**src/rtl/dmawr_pkg.sv**
```systemverilog
`timescale 1ns/1ps
package dmawr_pkg;

    localparam int ADDR_W   = 64;
    localparam int LEN_W    = 9;
    localparam int CHUNK_DW = 16;
    localparam int BE_W     = 4;
    localparam int OFF_W    = $clog2(CHUNK_DW);
    localparam int CL_W     = OFF_W + 1;
    localparam int SPAN_W   = LEN_W + 1;

    typedef logic [ADDR_W-1:0] addr_t;
    typedef logic [LEN_W-1:0]  len_t;
    typedef logic [CL_W-1:0]   clen_t;

    typedef enum logic {
        WK_DATA   = 1'b0,
        WK_STATUS = 1'b1
    } wr_kind_e;

    typedef struct packed {
        addr_t    addr;
        len_t     remain;
        len_t     cnt;
        wr_kind_e kind;
        logic     last;
    } chunk_state_t;

    // DWord index of an address inside its aligned line
    function automatic logic [OFF_W-1:0] line_off(input addr_t a);
        return a[2 +: OFF_W];
    endfunction

    // Length of the next chunk starting at a with r DWords left
    function automatic clen_t next_len(input addr_t a, input len_t r);
        clen_t room;
        room = CL_W'(CHUNK_DW) - CL_W'(line_off(a));
        if (r < LEN_W'(room))
            return CL_W'(r);
        return room;
    endfunction

    // Number of chunks needed to cover r DWords starting at a
    function automatic len_t chunk_count(input addr_t a, input len_t r);
        logic [SPAN_W-1:0] span;
        if (r == '0)
            return '0;
        span = SPAN_W'(line_off(a)) + SPAN_W'(r) + SPAN_W'(CHUNK_DW - 1);
        return LEN_W'(span >> OFF_W);
    endfunction

endpackage

```
**src/rtl/wr_chunker.sv**
```systemverilog
`timescale 1ns/1ps
module wr_chunker
    import dmawr_pkg::*;
(
    input  logic     clk,
    input  logic     rst,
    input  logic     load,
    input  addr_t    ld_addr,
    input  len_t     ld_len,
    input  wr_kind_e ld_kind,
    input  logic     ld_last,
    input  logic     take,
    output logic     busy,
    output addr_t    ch_addr,
    output clen_t    ch_len,
    output wr_kind_e ch_kind,
    output logic     last_data_done
);

    chunk_state_t st;
    logic         fire;

    assign busy    = (st.cnt != '0);
    assign fire    = busy && take;
    assign ch_addr = st.addr;
    assign ch_len  = next_len(st.addr, st.remain);
    assign ch_kind = st.kind;
    assign last_data_done = fire && (st.cnt == LEN_W'(1))
                            && (st.kind == WK_DATA) && st.last;

    always_ff @(posedge clk) begin
        if (rst) begin
            st <= '0;
        end else if (load) begin
            st.addr   <= {ld_addr[ADDR_W-1:2], 2'b00};
            st.remain <= ld_len;
            st.cnt    <= chunk_count(ld_addr, ld_len);
            st.kind   <= ld_kind;
            st.last   <= ld_last;
        end else if (fire) begin
            st.addr   <= st.addr + (ADDR_W'(ch_len) << 2);
            st.remain <= st.remain - LEN_W'(ch_len);
            st.cnt    <= st.cnt - LEN_W'(1);
        end
    end

    // chunk stays inside one aligned line and is non-empty
    a_r2_no_cross: assert property (@(posedge clk) disable iff (rst)
        busy |-> (ch_len != '0) &&
                 ((CL_W+1)'(line_off(st.addr)) + (CL_W+1)'(ch_len) <= (CL_W+1)'(CHUNK_DW)));

    // chunk counter and remaining length run out together
    a_r3_count_match: assert property (@(posedge clk) disable iff (rst)
        (st.cnt == '0) == (st.remain == '0));

    // a stalled command holds
    a_r4_hold: assert property (@(posedge clk) disable iff (rst)
        busy && !take |=> busy && $stable(st.addr) && $stable(st.remain) && $stable(st.kind));

    // never reloaded while splitting
    a_r5_no_reload: assert property (@(posedge clk) disable iff (rst)
        load |-> !busy);

endmodule

```
**src/rtl/wr_status_slot.sv**
```systemverilog
`timescale 1ns/1ps
module wr_status_slot
    import dmawr_pkg::*;
(
    input  logic  clk,
    input  logic  rst,
    input  logic  push,
    input  addr_t push_addr,
    input  len_t  push_len,
    input  logic  pop,
    output logic  full,
    output addr_t hold_addr,
    output len_t  hold_len
);

    always_ff @(posedge clk) begin
        if (rst) begin
            full      <= 1'b0;
            hold_addr <= '0;
            hold_len  <= '0;
        end else if (push) begin
            full      <= 1'b1;
            hold_addr <= push_addr;
            hold_len  <= push_len;
        end else if (pop) begin
            full      <= 1'b0;
        end
    end

    // the single slot is never overwritten or drained while empty
    a_r6_no_overflow: assert property (@(posedge clk) disable iff (rst)
        push |-> !full);
    a_r6_no_underflow: assert property (@(posedge clk) disable iff (rst)
        pop |-> full);

endmodule

```
**src/rtl/wr_txn_tracker.sv**
```systemverilog
`timescale 1ns/1ps
module wr_txn_tracker (
    input  logic clk,
    input  logic rst,
    input  logic data_done,
    input  logic status_go,
    output logic done
);

    always_ff @(posedge clk) begin
        if (rst)
            done <= 1'b0;
        else if (data_done)
            done <= 1'b1;
        else if (status_go)
            done <= 1'b0;
    end

    // a transaction completes only once before its status leaves
    a_r6_single_done: assert property (@(posedge clk) disable iff (rst)
        data_done |-> !done);
    a_r6_release_after_done: assert property (@(posedge clk) disable iff (rst)
        status_go |-> done);

endmodule

```
**src/rtl/dma_wr_splitter.sv**
```systemverilog
`timescale 1ns/1ps
module dma_wr_splitter
    import dmawr_pkg::*;
(
    input  logic              clk,
    input  logic              rst,
    input  logic              req_valid,
    output logic              req_ready,
    input  logic              req_kind,
    input  logic              req_last,
    input  logic [ADDR_W-1:0] req_addr,
    input  logic [LEN_W-1:0]  req_len,
    output logic              mem_valid,
    input  logic              mem_ready,
    output logic [ADDR_W-1:0] mem_addr,
    output logic [CL_W-1:0]   mem_len,
    output logic [BE_W-1:0]   mem_be,
    output logic              mem_is_status
);

    logic     is_status;
    logic     chk_busy;
    logic     slot_full;
    logic     done;
    logic     data_ok;
    logic     data_acc;
    logic     st_push;
    logic     st_release;
    logic     load;
    logic     chunk_done;
    logic     txn_done;
    addr_t    slot_addr;
    len_t     slot_len;
    addr_t    ld_addr;
    len_t     ld_len;
    wr_kind_e ld_kind;
    logic     ld_last;
    wr_kind_e ch_kind;

    assign is_status  = (wr_kind_e'(req_kind) == WK_STATUS);
    assign data_ok    = !chk_busy && !done;
    assign req_ready  = is_status ? !slot_full : data_ok;
    assign data_acc   = req_valid && !is_status && data_ok;
    assign st_push    = req_valid && is_status && !slot_full;
    assign st_release = slot_full && done && !chk_busy;
    assign load       = data_acc || st_release;

    assign ld_addr = st_release ? slot_addr : req_addr;
    assign ld_len  = st_release ? slot_len  : req_len;
    assign ld_kind = st_release ? WK_STATUS : WK_DATA;
    assign ld_last = st_release ? 1'b1      : req_last;

    assign txn_done = chunk_done || (data_acc && req_last && (req_len == '0));

    wr_chunker u_chunker (
        .clk            (clk),
        .rst            (rst),
        .load           (load),
        .ld_addr        (ld_addr),
        .ld_len         (ld_len),
        .ld_kind        (ld_kind),
        .ld_last        (ld_last),
        .take           (mem_ready),
        .busy           (chk_busy),
        .ch_addr        (mem_addr),
        .ch_len         (mem_len),
        .ch_kind        (ch_kind),
        .last_data_done (chunk_done)
    );

    wr_status_slot u_slot (
        .clk       (clk),
        .rst       (rst),
        .push      (st_push),
        .push_addr (req_addr),
        .push_len  (req_len),
        .pop       (st_release),
        .full      (slot_full),
        .hold_addr (slot_addr),
        .hold_len  (slot_len)
    );

    wr_txn_tracker u_track (
        .clk       (clk),
        .rst       (rst),
        .data_done (txn_done),
        .status_go (st_release),
        .done      (done)
    );

    assign mem_valid     = chk_busy;
    assign mem_be        = '1;
    assign mem_is_status = (ch_kind == WK_STATUS);

    // a zero-length payload request leaves the command port idle
    a_r7_zero_no_cmd: assert property (@(posedge clk) disable iff (rst)
        data_acc && (req_len == '0) |=> !mem_valid);

    // a stalled command stays valid with the same address
    a_r4_port_hold: assert property (@(posedge clk) disable iff (rst)
        mem_valid && !mem_ready |=> mem_valid && $stable(mem_addr) && $stable(mem_is_status));

    // command address is DWord aligned
    a_r2_aligned: assert property (@(posedge clk) disable iff (rst)
        mem_valid |-> (mem_addr[1:0] == 2'b00));

endmodule

```
**config.mk**
```make
export PLATFORM = sky130hd
export DESIGN_NAME = dma_wr_splitter
export DESIGN_NICKNAME = d
export VERILOG_FILES = /design/src/rtl/dmawr_pkg.sv /design/src/rtl/wr_chunker.sv /design/src/rtl/wr_status_slot.sv /design/src/rtl/wr_txn_tracker.sv /design/src/rtl/dma_wr_splitter.sv
export SDC_FILE = /design/constraint.sdc
export NUM_CORES = 1
export LEC_CHECK = 0
export CAP_MARGIN = 10
export CORE_MARGIN = 2
export CORE_UTILIZATION = 32
export DETAILED_ROUTE_END_ITERATION = 7
export DONT_BUFFER_PORTS = 1
export GPL_ROUTABILITY_DRIVEN = 0
export GPL_TIMING_DRIVEN = 0
export PLACE_DENSITY = 0.58
export SETUP_SLACK_MARGIN = 0.15
export SYNTH_ARGS = -nofsm -noshare
export SYNTH_HDL_FRONTEND = slang
export SYNTH_SLANG_ARGS = --single-unit
```
**constraint.sdc**
```tcl
create_clock -name clk -period 6.4 [get_ports clk]
set_clock_uncertainty 0.2 [all_clocks]
set_input_delay 1.28 -clock clk [delete_from_list [all_inputs] [get_ports clk]]
set_output_delay 1.28 -clock clk [all_outputs]
set_load 0.1 [all_outputs]
```
==> After elaboration in Yosys (flattened, before gate mapping) <==
Index checks and enable logic that the tools add are counted.
{ "word_totals": {"word_cells": 63, "output_inout_bits": 76, "input_bits": 79, "reg_bits": 159} }
{ "op_classes": {"magnitude_cmp": 1, "n_eq_ne": 1, "n_reduce_logical": 26, "muxes": 18, "bitwise_logic": 1, "n_addsub": 6} }
{ "op_table": {"columns": ["operator", "n"], "rows": [
  ["two-way mux 82 bit", 2],
  ["adder 64 x 7 -> 64 bit", 1],
  ["two-way mux 64 bit", 1],
  ["two-way mux 9 bit", 3],
  ["logical NOT 9 bit", 2],
  ["logical AND 1 bit", 13],
  ["adder 10 x 4 -> 10 bit (second input constant)", 1],
  ["adder 4 x 9 -> 10 bit", 1],
  ["two-way mux 1 bit", 10],
  ["two-way mux 5 bit", 2],
  ["== test 9 x 1 -> 1 bit (second input constant)", 1],
  ["less-than comparator 9 x 5 -> 1 bit", 1],
  ["nonzero test 9 bit", 1],
  ["subtractor 9 x 1 -> 9 bit (second input constant)", 1],
  ["subtractor 9 x 5 -> 9 bit", 1],
  ["nonzero test 2 bit", 3],
  ["subtractor 5 x 4 -> 5 bit (first input constant)", 1],
  ["logical NOT 1 bit", 4],
  ["logical OR 1 bit", 2],
  ["OR reduction 2 bit", 1],
  ["NOT 1 bit", 1]
]} }

==> Longest topological paths before layout <==
{ "logic_depth": {"ltp_word": 10, "ltp_mapped": 21, "mapped_depth_nobuf": 20} }

==> Cells and area by module <==
From an unflattened synthesis, not the netlist that was laid out.
{ "hier_totals": {"cells_unflattened": 1068, "area_unflattened_um2": 9750.6} }
{ "by_module_without_submodules": {"columns": ["module", "area_each_um2", "cells_each", "n_inst", "seq_area_each_um2"], "rows": [
  ["wr_chunker", 5825.6, 725, 1, 1641.6],
  ["wr_status_slot", 2672.6, 239, 1, 1481.4],
  ["dma_wr_splitter", 1213.7, 100, 1, 0.0],
  ["wr_txn_tracker", 38.8, 4, 1, 20.0]
]} }

==> Worst setup path before layout <==
No wires, ideal clock.
{ "synth_path": {"path_type": "reg2reg", "from": "register u_chunker.st (netlist bit u_chunker.ch_addr[2])", "to": "register u_chunker.st (netlist bit u_chunker.ch_addr[44])", "slack_ns": 0.423, "path_buffers": 0, "synth_period_minus_slack_ns": 5.977, "setup_time_ns": 0.075, "path_stages_with_launch": 20, "t_arrival_ns": 5.702, "required_ns": 6.125, "cell_sequence": "dfxtp_1 -> inv_1 -> ha_1 -> inv_1 -> ha_1 -> a21boi_0 -> o21ai_0 -> a21boi_0 -> o21ai_0 -> nand3_1 -> mux2i_1 -> ha_1 -> inv_1 -> fa_1 -> nor2b_1 -> o2111a_1 -> o21ba_2 -> nand3_1 -> or4_1 -> a31oi_1"} }
{ "synth_between": {"elab_chain_cells": 7} }
{ "synth_rtl": {"columns": ["element", "line_no", "rtl"], "rows": [
  ["from (decl)", "wr_chunker.sv:20", "chunk_state_t st;"],
  ["subtractor 5 x 4 -> 5 bit (*)", "dmawr_pkg.sv:37", "room = CL_W'(CHUNK_DW) - CL_W'(line_off(a));"],
  ["less-than comparator 9 x 5 -> 1 bit", "dmawr_pkg.sv:38", "if (r < LEN_W'(room))"],
  ["two-way mux 1 bit", "dmawr_pkg.sv:38", null],
  ["two-way mux 5 bit (*)", "dmawr_pkg.sv:40", "return room;"],
  ["named net mem_len[0]", "dma_wr_splitter.sv:16", "output logic [CL_W-1:0] mem_len,"],
  ["adder 64 x 7 -> 64 bit (*)", "wr_chunker.sv:41", "st.addr <= st.addr + (ADDR_W'(ch_len) << 2);"],
  ["two-way mux 82 bit (*)", "wr_chunker.sv:40", "end else if (fire) begin"],
  ["two-way mux 82 bit (*)", "wr_chunker.sv:34", "end else if (load) begin"]
]} }
Mark *: on every way through the listed nets, which the timed path passes. The rest lies on a longest branch. The select of a mux whose other input is x is not followed.
A chain may end at the register's enable or synchronous reset.

==> Worst setup path in the final report <==
Same ends and word-level chain as after synthesis.

==> reports/metrics.cfg <==
[power_and_ir_drop]
ir_worst_vdd_uv = 256
leakage_nw = 3.99
powerDensity_nw_per_um2 = 534

[setup_path]
critPathLaunchType = flip-flop
cp_max_fo = 9
rr_startpoint = u_chunker.ch_addr[2]$_SDFFE_PP0P_
cp-end-kind = flip-flop
arrival_ns = 5.89
worstPathRequired_ns = 6.55
crit_type = reg2reg
crit_start = u_chunker.ch_addr[2]$_SDFFE_PP0P_

[placement]
pre_cts_slack_ns = 0.419
portBuffers = 0
place_hpwl_um = 25300
place_area_um2 = 9610

[finish]
layout_commonest_cell = nand2_1
regArea_um2 = 3100
layout-drive-gt1-share = 0.114
fin_area_um2 = 10300
multi_input_area_um2 = 5160
layout_common_cells = 307 x nand2_1, 155 x dfxtp_1, 120 x a21oi_1
area_delta_synth_final_pct = 12.9
antenna_cells = 0
fill_cells = 2920
nNetsFinal = 1353

[synth]
ys_warn_count = 0
syn_avg_cell_area_um2 = 7.43
yosys_register_bits = 155
synth.area.top_cells = dfxtp_1 34%, nand2_1 13%, a21oi_1 6.7%
synth_cell_types = 72
async_flop_share = 0
ys_seq_area_frac = 0.341
synthFlopType = dfxtp_1
synth_cells = 1224
synth_edf_count = 0
synth_top_cell_area_share = 0.341
synthesis.area_um2 = 9100
synth_top_area_cell = dfxtp_1

[sta]
max_slew.worst_pin.slew_ns = 1.08
setup_tns_ns = 0
grt_setup_unrepaired = false
period_share = 0.897
min_period_ns = 5.74
slew_headroom = 0.283
max_freq_ghz = 0.174
layout_setup_ws_ns = 0.661
setup_violations = 0
slew_violations = 0
hold_viol = 0

[clocking]
cts_hold_buffers = 0
clkSinkCount = 155
root_buffer = clkbuf_16
cts-htree-levels = 4
clk_pin_slew_ns = 0.07
clock_latency_ns = 0.43
max-clock-path-buffers = 2
cts_tree = built
cts_buffers = 17

[floorplan]
die_w_um = 173
die_height_um = 173
pin_count = 155
core_area_um2 = 27900
initial_core_util = 0.327
row_count = 61
die_area_um2 = 29800

[flow_run]
drv_cap = 0

[hold_path]
holdCritStartpoint = u_slot.hold_addr[46]$_SDFFE_PP0P_
hold_class = reg2reg

[drt]
vias = 8896
drc_errors = 0
drt_iter0_drc = 850
drtPass1Iterations = 5
postRouteWirelength_um = 34000
ant_nets = 0
routed_via_density = 5.43
wire_per_inst_um = 20.7

[run_status]
status = complete, no violations

[grt]
grt_max_degree = 17
first_global_vias = 8244
grt_usage = 0.222
grt_pass1_wl_um = 50400
grt.overflow.total = 0
antenna_found_initial = 0

## flip-flops by register name (all words and copies together) (netlist names)
register / count
u_chunker.ch_addr: 62
u_chunker.ch_kind: 1
u_chunker.st: 19
u_slot.full: 1
u_slot.hold_addr: 62
u_slot.hold_len: 9
u_track.done: 1
## through the flow
step / instances / power [W] / utilization / hold WS [ns]
floorplan: 1228 / 0.00378 / - / 0.236
global placement: 1606 / 0.00428 / 0.344 / 0.241
detailed placement: 1606 / 0.00432 / 0.345 / 0.246
CTS: 1637 / 0.00545 / 0.368 / 0.254
global route: 1639 / 0.00574 / 0.369 / 0.272
finish: 1639 / 0.00548 / 0.369 / 0.254
## area by class of cell
| cell class | count | share of cell area |
|---|---|---|
| Buffer | 135 | 0.0762 |
| Multi-Input combinational cell | 910 | 0.502 |
| Sequential cell | 155 | 0.302 |
| Tap cell | 378 | 0.0460 |
| Clock inverter | 11 | 0.0188 |
| Clock buffer | 20 | 0.0435 |
| Inverter | 28 | 0.0102 |
| Timing Repair Buffer | 2 | 0.00146 |
## path summary, 6_finish.rpt
kind                                                           end  slack (ns)  depth (start not counted)
worst min-delay path             u_slot.hold_addr[46]$_SDFFE_PP0P_        0.25                          2
worst max-delay path            u_chunker.ch_addr[44]$_SDFFE_PP0P_        0.66                         19
worst max register to register  u_chunker.ch_addr[44]$_SDFFE_PP0P_        0.66                         19
worst min register to register   u_slot.hold_addr[46]$_SDFFE_PP0P_        0.25                          2
## synth_stat cells (all sizes together) (8+ instances only)
master  count
nand2     307
dfxtp     155
a21oi     122
buf        87
nor2       73
nand3      65
clkbuf     48
xnor2      30
inv        27
nor3       25
o21ai      25
ha         23
mux2i      22
xor2       22
nand4      20
a31oi      17
and3       14
a311oi     11
and4       11
nor4       11
a211oi      8
a221oi      8
and2        8
or3         8
## routing by layer
| metal | vias to the layer above | track usage | wire length (um) |
|---|---|---|---|
| met2 | 378 | 0.347 | 14900 |
| li1 | 4211 | - | - |
| met3 | 49 | 0.0671 | 3260 |
| met5 | - | 0 | 0 |
| met1 | 4258 | 0.295 | 14900 |
| met4 | 0 | 0.0645 | 840 |
## power by group
part	internal, W	total, W	switching (W)
sequential	0.00113	0.00137	0.000240
clock	0.000701	0.00113	0.000431
combinational	0.000791	0.00298	0.00218
## repair_timing
action,CTS,global route
endpoints found under the setup margin,0,14
gates resized for setup,0,2
buffers inserted,0,2
## critical path: stages, from the launching register on
cell,delay [ns]
dfxtp_1,0.43
inv_1,0.12
ha_1,0.32
inv_1,0.05
ha_1,0.26
a21boi_0,0.12
o21ai_0,0.17
a21boi_0,0.11
o21ai_0,0.21
nand3_2,0.29
mux2i_4,0.79
ha_1,0.34
inv_1,0.07
fa_1,0.40
nor2b_1,0.18
o2111a_1,0.31
o21ba_2,0.19
nand3_1,0.33
or4_1,0.60
a31oi_1,0.16
## logic make-up after synthesis
logic type | Yosys count | share of synthesized area
mux | 28 | 0.0316
fa+ha+maj | 25 | 0.0360
other cells | 2 | 0.000826
flops | 155 | 0.341
compound gates | 238 | 0.161
buf+inv | 163 | 0.0976
simple gates | 561 | 0.282
xor+xnor | 52 | 0.0501
No activity file was read; power rests on OpenSTA's default activity.
